===== src/rtl/stack_seq_pkg.sv =====
`timescale 1ns/1ps
package stack_seq_pkg;
  localparam int SP_IDX     = 13;
  localparam int LR_IDX     = 14;
  localparam int PC_IDX     = 15;
  localparam int WORD_BYTES = 4;

  typedef enum logic [0:0] {
    ST_IDLE = 1'b0,
    ST_RUN  = 1'b1
  } seq_state_e;
endpackage


===== src/rtl/stack_seq_listchk.sv =====
`timescale 1ns/1ps
// Counts the selected registers and flags a list that may not be used.
module stack_seq_listchk
  import stack_seq_pkg::*;
#(
  parameter int NREG = 16,
  parameter int CW   = 5
) (
  input  logic            is_pop,
  input  logic [NREG-1:0] mask,
  output logic [CW-1:0]   count,
  output logic            illegal
);

  always_comb begin
    count = '0;
    for (int i = 0; i < NREG; i++) begin
      count = count + CW'(mask[i]);
    end
  end

  always_comb begin
    illegal = (mask == '0)
            | mask[SP_IDX]
            | (!is_pop & mask[PC_IDX])
            | (is_pop & mask[LR_IDX] & mask[PC_IDX]);
  end

endmodule


===== src/rtl/stack_seq_pick.sv =====
`timescale 1ns/1ps
// Selects the lowest-numbered register still pending.
module stack_seq_pick #(
  parameter int NREG = 16,
  parameter int IW   = 4
) (
  input  logic [NREG-1:0] pending,
  output logic [NREG-1:0] onehot,
  output logic [IW-1:0]   idx,
  output logic            last
);

  always_comb begin
    onehot = pending & (~pending + NREG'(1));
  end

  always_comb begin
    idx = '0;
    for (int i = 0; i < NREG; i++) begin
      if (onehot[i]) idx = IW'(i);
    end
  end

  always_comb begin
    last = ((pending & ~onehot) == '0);
  end

endmodule


===== src/rtl/stack_seq_rf.sv =====
`timescale 1ns/1ps
// Register file model: one sequencer port, one external port (sequencer wins).
module stack_seq_rf #(
  parameter int NREG = 16,
  parameter int IW   = 4,
  parameter int DW   = 32
) (
  input  logic          clk,
  input  logic          rst_n,
  input  logic          host_we,
  input  logic [IW-1:0] host_widx,
  input  logic [DW-1:0] host_wdata,
  input  logic [IW-1:0] host_ridx,
  output logic [DW-1:0] host_rdata,
  input  logic          seq_we,
  input  logic [IW-1:0] seq_idx,
  input  logic [DW-1:0] seq_wdata,
  output logic [DW-1:0] seq_rdata
);

  logic [DW-1:0] regs [NREG];

  for (genvar g = 0; g < NREG; g++) begin : g_reg
    logic          seq_hit;
    logic          en;
    logic [DW-1:0] d;
    logic [DW-1:0] q;

    always_comb begin
      seq_hit = seq_we && (seq_idx == IW'(g));
      en      = seq_hit || (host_we && (host_widx == IW'(g)));
      d       = seq_hit ? seq_wdata : host_wdata;
    end

    always_ff @(posedge clk or negedge rst_n) begin
      if (!rst_n) begin
        q <= '0;
      end else if (en) begin
        q <= d;
      end
    end

    assign regs[g] = q;
  end

  assign host_rdata = regs[host_ridx];
  assign seq_rdata  = regs[seq_idx];

endmodule


===== src/rtl/stack_seq.sv =====
`timescale 1ns/1ps
module stack_seq
  import stack_seq_pkg::*;
#(
  parameter int NREG = 16,
  parameter int IW   = $clog2(NREG),
  parameter int DW   = 32,
  parameter int AW   = 32
) (
  input  logic            clk,
  input  logic            rst_n,
  input  logic            start,
  input  logic            op_pop,
  input  logic [NREG-1:0] reg_mask,
  input  logic [AW-1:0]   sp_in,
  input  logic            rf_wr_en,
  input  logic [IW-1:0]   rf_wr_idx,
  input  logic [DW-1:0]   rf_wr_data,
  input  logic [IW-1:0]   rf_rd_idx,
  output logic [DW-1:0]   rf_rd_data,
  output logic            busy,
  output logic            done,
  output logic            err,
  output logic            fault,
  output logic            branch_valid,
  output logic [DW-1:0]   branch_target,
  output logic [AW-1:0]   sp_out,
  output logic            mem_req,
  output logic            mem_we,
  output logic [AW-1:0]   mem_addr,
  output logic [DW-1:0]   mem_wdata,
  input  logic [DW-1:0]   mem_rdata,
  input  logic            mem_ready
);

  localparam int CW = $clog2(NREG + 1);

  // reset: asserted asynchronously, released on a clock edge
  logic rst_meta, rst_s;
  always_ff @(posedge clk or negedge rst_n) begin
    if (!rst_n) begin
      rst_meta <= 1'b0;
      rst_s    <= 1'b0;
    end else begin
      rst_meta <= 1'b1;
      rst_s    <= rst_meta;
    end
  end

  seq_state_e      state_q, state_d;
  logic [NREG-1:0] pend_q, pend_d;
  logic [AW-1:0]   addr_q, addr_d;
  logic [AW-1:0]   fsp_q, fsp_d;
  logic [AW-1:0]   spo_q, spo_d;
  logic [DW-1:0]   tgt_q, tgt_d;
  logic            pop_q, pop_d;
  logic            done_q, done_d;
  logic            err_q, err_d;
  logic            fault_q, fault_d;
  logic            brv_q, brv_d;

  logic [CW-1:0]   cnt;
  logic            illegal;
  logic [NREG-1:0] onehot;
  logic [IW-1:0]   idx;
  logic            last;
  logic [AW-1:0]   span;
  logic            accept, step, pc_hit, pc_odd;
  logic            seq_we;
  logic [DW-1:0]   seq_wdata, seq_rdata, pc_clr;

  stack_seq_listchk #(.NREG(NREG), .CW(CW)) u_listchk (
    .is_pop  (op_pop),
    .mask    (reg_mask),
    .count   (cnt),
    .illegal (illegal)
  );

  stack_seq_pick #(.NREG(NREG), .IW(IW)) u_pick (
    .pending (pend_q),
    .onehot  (onehot),
    .idx     (idx),
    .last    (last)
  );

  stack_seq_rf #(.NREG(NREG), .IW(IW), .DW(DW)) u_rf (
    .clk        (clk),
    .rst_n      (rst_s),
    .host_we    (rf_wr_en && (state_q == ST_IDLE)),
    .host_widx  (rf_wr_idx),
    .host_wdata (rf_wr_data),
    .host_ridx  (rf_rd_idx),
    .host_rdata (rf_rd_data),
    .seq_we     (seq_we),
    .seq_idx    (idx),
    .seq_wdata  (seq_wdata),
    .seq_rdata  (seq_rdata)
  );

  always_comb begin
    span   = {{(AW-CW-2){1'b0}}, cnt, 2'b00};
    accept = (state_q == ST_IDLE) && start;
    step   = (state_q == ST_RUN) && mem_ready;
    pc_hit = pop_q && (idx == IW'(PC_IDX));
    pc_odd = mem_rdata[0];
    pc_clr = {mem_rdata[DW-1:1], 1'b0};
  end

  // loads write the register file; an even program-counter word is dropped
  always_comb begin
    seq_we    = step && pop_q && !(pc_hit && !pc_odd);
    seq_wdata = pc_hit ? pc_clr : mem_rdata;
  end

  // next-state process
  always_comb begin
    state_d = state_q;
    pend_d  = pend_q;
    addr_d  = addr_q;
    fsp_d   = fsp_q;
    spo_d   = spo_q;
    tgt_d   = tgt_q;
    pop_d   = pop_q;
    done_d  = 1'b0;
    err_d   = 1'b0;
    fault_d = 1'b0;
    brv_d   = 1'b0;
    if (accept) begin
      if (illegal) begin
        done_d = 1'b1;
        err_d  = 1'b1;
      end else begin
        state_d = ST_RUN;
        pend_d  = reg_mask;
        pop_d   = op_pop;
        addr_d  = op_pop ? sp_in : (sp_in - span);
        fsp_d   = op_pop ? (sp_in + span) : (sp_in - span);
      end
    end else if (step) begin
      pend_d = pend_q & ~onehot;
      addr_d = addr_q + AW'(WORD_BYTES);
      if (pc_hit && pc_odd) tgt_d = pc_clr;
      if (last) begin
        state_d = ST_IDLE;
        done_d  = 1'b1;
        spo_d   = fsp_q;
        brv_d   = pc_hit && pc_odd;
        fault_d = pc_hit && !pc_odd;
      end
    end
  end

  // register process
  always_ff @(posedge clk or negedge rst_s) begin
    if (!rst_s) begin
      state_q <= ST_IDLE;
      pend_q  <= '0;
      addr_q  <= '0;
      fsp_q   <= '0;
      spo_q   <= '0;
      tgt_q   <= '0;
      pop_q   <= 1'b0;
      done_q  <= 1'b0;
      err_q   <= 1'b0;
      fault_q <= 1'b0;
      brv_q   <= 1'b0;
    end else begin
      state_q <= state_d;
      done_q  <= done_d;
      err_q   <= err_d;
      fault_q <= fault_d;
      brv_q   <= brv_d;
      if (accept || step) begin
        pend_q <= pend_d;
        addr_q <= addr_d;
        tgt_q  <= tgt_d;
        spo_q  <= spo_d;
      end
      if (accept) begin
        fsp_q <= fsp_d;
        pop_q <= pop_d;
      end
    end
  end

  assign busy          = (state_q == ST_RUN);
  assign done          = done_q;
  assign err           = err_q;
  assign fault         = fault_q;
  assign branch_valid  = brv_q;
  assign branch_target = tgt_q;
  assign sp_out        = spo_q;
  assign mem_req       = (state_q == ST_RUN);
  assign mem_we        = (state_q == ST_RUN) && !pop_q;
  assign mem_addr      = addr_q;
  assign mem_wdata     = seq_rdata;

  // consecutive accesses of one transfer climb by one word
  a_r1_addr_step: assert property (@(posedge clk) disable iff (!rst_s)
    (mem_req && mem_ready) |=> (!mem_req || (mem_addr == $past(mem_addr) + AW'(WORD_BYTES))));

  // an empty list or one naming the stack pointer is refused next cycle
  a_r4_bad_list: assert property (@(posedge clk) disable iff (!rst_s)
    (start && !busy && ((reg_mask == '0) || reg_mask[SP_IDX])) |=> (err && done));

  // a refusal is never preceded by a memory access
  a_r4_no_access: assert property (@(posedge clk) disable iff (!rst_s)
    err |-> !$past(mem_req));

  // a push naming the program counter is refused
  a_r5_push_pc: assert property (@(posedge clk) disable iff (!rst_s)
    (start && !busy && !op_pop && reg_mask[PC_IDX]) |=> err);

  // a branch comes only with a clean completion and an even target
  a_r6_branch_ok: assert property (@(posedge clk) disable iff (!rst_s)
    branch_valid |-> (done && !err && !fault && !branch_target[0]));

  // a stalled request keeps its address, direction and data
  a_r7_stall_hold: assert property (@(posedge clk) disable iff (!rst_s)
    (mem_req && !mem_ready) |=> (mem_req && $stable(mem_addr) && $stable(mem_we) && $stable(mem_wdata)));

endmodule


===== config.mk =====
export PLATFORM = sky130hd
export DESIGN_NAME = stack_seq
export DESIGN_NICKNAME = d
export VERILOG_FILES = /design/src/rtl/stack_seq_pkg.sv /design/src/rtl/stack_seq_listchk.sv /design/src/rtl/stack_seq_pick.sv /design/src/rtl/stack_seq_rf.sv /design/src/rtl/stack_seq.sv
export SDC_FILE = /design/constraint.sdc
export NUM_CORES = 2
export LEC_CHECK = 0
export ABC_AREA = 1
export CAP_MARGIN = 10
export CELL_PAD_IN_SITES_DETAIL_PLACEMENT = 1
export CELL_PAD_IN_SITES_GLOBAL_PLACEMENT = 2
export CORE_MARGIN = 3
export CORE_UTILIZATION = 34
export CTS_CLUSTER_DIAMETER = 40
export DETAILED_ROUTE_END_ITERATION = 6
export PLACE_DENSITY = 0.8
export SKIP_LAST_GASP = 1
export SYNTH_ARGS = -nofsm -noshare
export SYNTH_HDL_FRONTEND = slang
export SYNTH_SLANG_ARGS = --single-unit
export TNS_END_PERCENT = 50

===== constraint.sdc =====
create_clock -name clk -period 23.3 [get_ports clk]
set_clock_uncertainty 0.15 [all_clocks]
set_input_delay 4.66 -clock clk [delete_from_list [all_inputs] [get_ports clk]]
set_output_delay 4.66 -clock clk [all_outputs]
set_load 0.02 [all_outputs]

Word-level counts from Yosys, hierarchy flattened
Index checks and enable logic that the tools add are counted.

Add/sub/neg operators: 19. $lt $le $gt $ge: 2. Eq/ne operators: 31. Muxes and demuxes: 61. Bitwise gates (word level): 15. Reduce and logical (&&, ||, !) cells: 73.

Operators by type and width (count): $mux 32 (25); $bmux 32 s4 (2); $add 5x1->5 (14); $eq 4x4->1 const B (16); $mux 16 (3); $logic_and 1x1->1 (41); $add 32x3->32 const B (1); $add 32x7->32 (1); $and 16x16->16 (2); $eq 4x3->1 const B (8); $logic_not 16->1 (2); $mux 4 (8); $not 16->16 (2); $sub 32x7->32 (1); $logic_or 1x1->1 (17); $mux 1 (17); $add 16x1->16 const B (1); $eq 4x2->1 const B (4); $mux 3 (4); $ge 5x5->1 const B (2); $not 4->5 (2); $eq 4x1->1 const B (2); $logic_not 4->1 (2); $reduce_and 4->1 (2); 10 further kinds (22).

Register bits: 663. Bits of input ports: 126. Output and inout bits: 167.

Logic depth before layout (Yosys ltp)
Word-level depth: 25. Mapped depth: 29. Mapped depth without buffers: 29.

Cells and area by module
From an unflattened synthesis, not the netlist that was laid out.

Cells, all modules: 7628. Area total of the unflattened synthesis: 46455.8 sq um.

Modules (own cells, without submodules): stack_seq_rf (times used 1, cells an instance 6122, area an instance 36040.8 sq um, sequential area each 12812.3 sq um); stack_seq (times used 1, cells an instance 1317, area an instance 9361.5 sq um, sequential area each 3778.6 sq um); stack_seq_pick (times used 1, cells an instance 121, area an instance 560.5 sq um, sequential area each 0.0 sq um); stack_seq_listchk (times used 1, cells an instance 68, area an instance 493.0 sq um, sequential area each 0.0 sq um).

Worst setup path after synthesis
No wires, ideal clock.

Path type: input to output. From: in rf_rd_idx[0]. To: out rf_rd_data[10]. Arrival: 6259 ps. Required time: 18490 ps. Setup slack: 12231 ps. Stages on the path: 7. Path buffers: 3. Path through: clkbuf_1 > clkbuf_1 > clkbuf_1 > a21oi_1 > o21ai_0 > o22ai_1 > o21ai_0.

Longest elaborated chain between the ends: 4.

Ends and longest elaborated chain: start: declaration (line stack_seq.sv:19) `input logic [IW-1:0] rf_rd_idx,`; $not 4->5 (not written as such) (line stack_seq_rf.sv:46) `assign host_rdata = regs[host_ridx];`; $bmux 32 s4 (line stack_seq_rf.sv:46); $mux 32 (not written as such) (2 in series) (line stack_seq_rf.sv:46); end: declaration (line stack_seq.sv:20) `output logic [DW-1:0] rf_rd_data,`.

Every way passes these cells. The select of a mux whose other input is x is not followed.

Final worst setup path
From: in rf_rd_idx[0]. To: out rf_rd_data[8].

Same word-level chain as after synthesis.

==> results.md <==
| Metric | This run |
| --- | --- |
| Area inside the core boundary | 126400 µm² |
| Wire length the detailed router placed on met1 | 96650 µm |
| Relative slew slack | 13.34% |
| Met2 wirelength from detailed routing | 101400 µm |
| Mapped Nets | 6588 |
| Pin count of the biggest net entering global routing | 191 |
| # nets final | 6620 |
| Required @ worst endpoint | 18490 ps |
| Sw Pwr | 4.180 mW |
| Final number of hold-violating endpoints | 0 |
| Initial Util | 34.50% |
| Layout Cells excl Fill | 8254 |
| Total Neg Setup Slack | 0 ps |
| Count of pins on the block boundary | 293 |
| Count of input and output buffers | 291 |
| Number of global-route vias before repair | 49.84k |
| Total via count in the routed design | 49.08k |
| Ordered list of cells on the worst path | buf_8, buf_4, buf_4, buf_4, o21ai_0, a21oi_1, o22ai_1, o21ai_0, clkdlybuf4s50_1 |
| Final Routed Wirelength | 228700 µm |
| Total of warnings raised by yosys | 0 |
| Top cell type by total area after synthesis | sky130_fd_sc_hd__dfrtp_1 |
| Vias per cell | 5.947 |
| CTS tree | done |
| Post-synth top area share | 38.05% |
| Synth Register Bits | 663 |
| Final weighted congestion of routability-driven global placement | 0.8876 |
| Reg clk slew, reported paths | 40 ps |
| Standby leakage power | 24.97 nW |
| Peak supply drop | 0.1869 mV |
| Die height | 364.1 µm |
| Final setup violation count | 0 |
| Floorplan die width | 364.1 µm |
| Main combinational cell family by area after synthesis | simple AND/OR/NAND/NOR gates |
| Total of hold buffers inserted after clock tree synthesis | 0 |
| Maximum clock rate | 70.46 MHz |
| Sequential element share of the synthesized area | 38.05% |
| Most common cell in the synthesized netlist | sky130_fd_sc_hd__nand2_1 |
| WS Path Type | primary input to output pin |
| Number of unique standard cell types used by synthesis | 47 |
| Synthesis-to-finish area growth | 21.36% |
| Met3 wire length | 20090 µm |
| Synth cell count leaders | 2165 x sky130_fd_sc_hd__nand2_1, 663 x sky130_fd_sc_hd__dfrtp_1, 586 x sky130_fd_sc_hd__inv_1 |
| DRT Pass-1 Iters | 6 |
| TritonCTS sink count | 663 |
| Residual DRC count | 0 |
| Count of cells resized by post-cts repair | 0 |
| Status | completed |
| Total die area | 132600 µm² |
| Fill cell count | 15.73k |
| DP Wirelength | 133200 µm |
| Adder-cell share of the synthesized area | 1.096% |
| Post-CTS setup buffer count | 0 |
| First-pass GRT wire length | 336800 µm |
| Pwr per Cell Area | 165.9 nW/µm² |
| Logic gate share of total power | 50.5% |
| Part of the total power dissipated in sequential elements | 23.0% |
| Internal power | 4.596 mW |
| Final period utilization | 60.91% |
| Kind of start point of the critical path | primary input |
| Final Slew Violations | 0 |
| Initial antenna violation count | 14 |
| Master cell of the clock root buffer | sky130_fd_sc_hd__clkbuf_16 |
| Clk pwr share | 26.5% |
| Placement-stage worst setup slack | 9171 ps |
| Synthesized cell area | 43600 µm² |
| Highest routed metal layer | met5 |
| Share of synthesized flip-flops with an asynchronous set or reset | 100.0% |
| Number of rows in the core area | 130 |
| Max-cap violations | 0 |
| Delay of the slowest critical-path stage | 810 ps |
| Fraction of synthesized area in multiplexers | 0.04592% |
| Endpoint class of the critical path | output pin |
| Largest fanout on the critical path | 155 |
| Proportion of layout cells with a drive suffix above 1 | 6.764% |
| Number of buffers on the longest clock path | 3 |
| RSZ-0062 raised after global routing | no |
| Minimum period implied by the final worst setup slack | 14190 ps |
| Setup slack of the critical path after layout | 9108 ps |
| Register area | 16590 µm² |
| Cell count after placement | 7953 |
| Global-route congestion overflow total | 0 |
| Dominant cells by area after synthesis | sky130_fd_sc_hd__dfrtp_1 38%, sky130_fd_sc_hd__nand2_1 19%, sky130_fd_sc_hd__o21ai_0 5.2%, sky130_fd_sc_hd__a21oi_1 5.1%, sky130_fd_sc_hd__inv_1 5.0% |
| Net Sw Frac | 47.63% |
| Cell type of the slowest stage on the worst timing path | sky130_fd_sc_hd__buf_4 |
| DR WL/cell | 27.71 µm |
| Simple-gate portion of the synthesized area | 30.45% |
| Post-detailed-route count of antenna-violating nets | 0 |
| Mean Syn Cell Area | 6.779 µm² |
| Worst path most repeated cell | sky130_fd_sc_hd__buf_4 |
| Flip-flop cell with the highest count after synthesis | sky130_fd_sc_hd__dfrtp_1 |
| TritonCTS Buffers | 158 |
| Post-synthesis cell count | 6431 |
| Data arrival time of the critical path | 9380 ps |
| Clk_lat worst skew | 790 ps |
| All-Layer GR Usage | 34.00% |
| Worst slew pin tran | 1297 ps |
| EDFF count, synth | 0 |
| Total area of multi-input combinational cells | 22710 µm² |
| H-tree Lvls | 4 |
| Complex-gate fraction of the synthesized area | 19.43% |
| Xor-xnor portion of the synthesized cell area | 0.6428% |
| DRT iter0 DRCs | 5041 |
| HP Class | flop to flop |
## power groups by stage
stage          clock (mW)  combinational, mW  sequential (mW)
2_1_floorplan           0               2.72             1.97
3_3_place_gp            0               4.30             2.00
3_5_place_dp            0               4.36             2.01
4_1_cts              2.35               4.39             2.00
5_1_grt              2.41               4.87             2.07
6_report             2.33               4.43             2.02
## registers in the layout (all words and copies together), names as in the netlist
| register | cells |
|---|---|
| branch_target | 31 |
| branch_valid | 1 |
| busy | 1 |
| done | 1 |
| err | 1 |
| fault | 1 |
| fsp_q | 32 |
| mem_addr | 32 |
| pend_q | 16 |
| pop_q | 1 |
| rst_meta | 1 |
| rst_s | 1 |
| sp_out | 32 |
| u_rf.g.q | 512 |
## critical path: cells and delay by family
family / cells / cell delay (ps)
buffers and inverters: 5 / 3670
AO/OA/AOI/OAI: 4 / 820
## through the flow
step	total power [mW]	utilization, %	cell area, µm²	hold WS, ps
after floorplan	4.693	-	43600	181.2
after global placement	6.303	37.49	47380	187.9
after detailed placement	6.372	37.49	47380	186.3
after CTS	8.747	41.85	52890	195.5
after global routing	9.354	41.85	52890	214.1
final	8.777	41.87	52910	194.7
## cell type report
type	instances	share of cell area (%)
multi-input cells	4633	42.92
flip-flops and latches	663	31.36
clock buffers	202	8.340
repair buffers	384	6.888
inverters	623	4.467
well taps	1650	3.902
clock inverters	89	2.074
diodes	10	0.04729
## layout by cell type (no fill, tap or decap), drive strengths merged, types with 19 or more instances in the layout
master,netlist,routed
o221ai,209,209
inv,594,606
nand3,300,300
o211ai,253,253
clkdlybuf4s50,0,287
o21ai,452,452
nor3,41,41
clkinv,29,72
clkbuf,353,202
or2,35,35
a21oi,441,441
dfrtp,663,663
xor2,26,26
nor2,329,329
bufinv,0,19
nand2,2170,2170
buf,159,97
ha,19,19
nand4,278,278
## cell families (layout without fill, tap and decap cells)
logic type	count (synthesis)	after routing
other cells	2	12
buf+inv	1135	1298
flops	663	663
compound gates	1394	1394
mux	2	2
xor+xnor	32	32
fa+ha+maj	31	31
simple gates	3172	3172
## worst paths after layout
kind	start	endpoint	slack, ps	cells after the start
setup / recovery	rf_rd_idx[0]	rf_rd_data[8]	9110	9
hold / removal	rst_meta	rst_s	190	0
setup reg to reg	pend_q[5]	u_rf.g_reg[0].q[17]	18170	14
hold reg to reg	rst_meta	rst_s	190	0
max in group asynchronous	rst_n	rst_s	18970	1
min in group asynchronous	rst_s	mem_addr[1]	240	0
## metal layers
metal / global-route usage [%] / vias to the layer above
met2: 52.99 / 2241
met1: 45.21 / 24680
met3: 7.614 / 567
li1: - / 21590
met5: 0 / -
met4: 14.86 / 6
(Power assumes the default switching activity.)
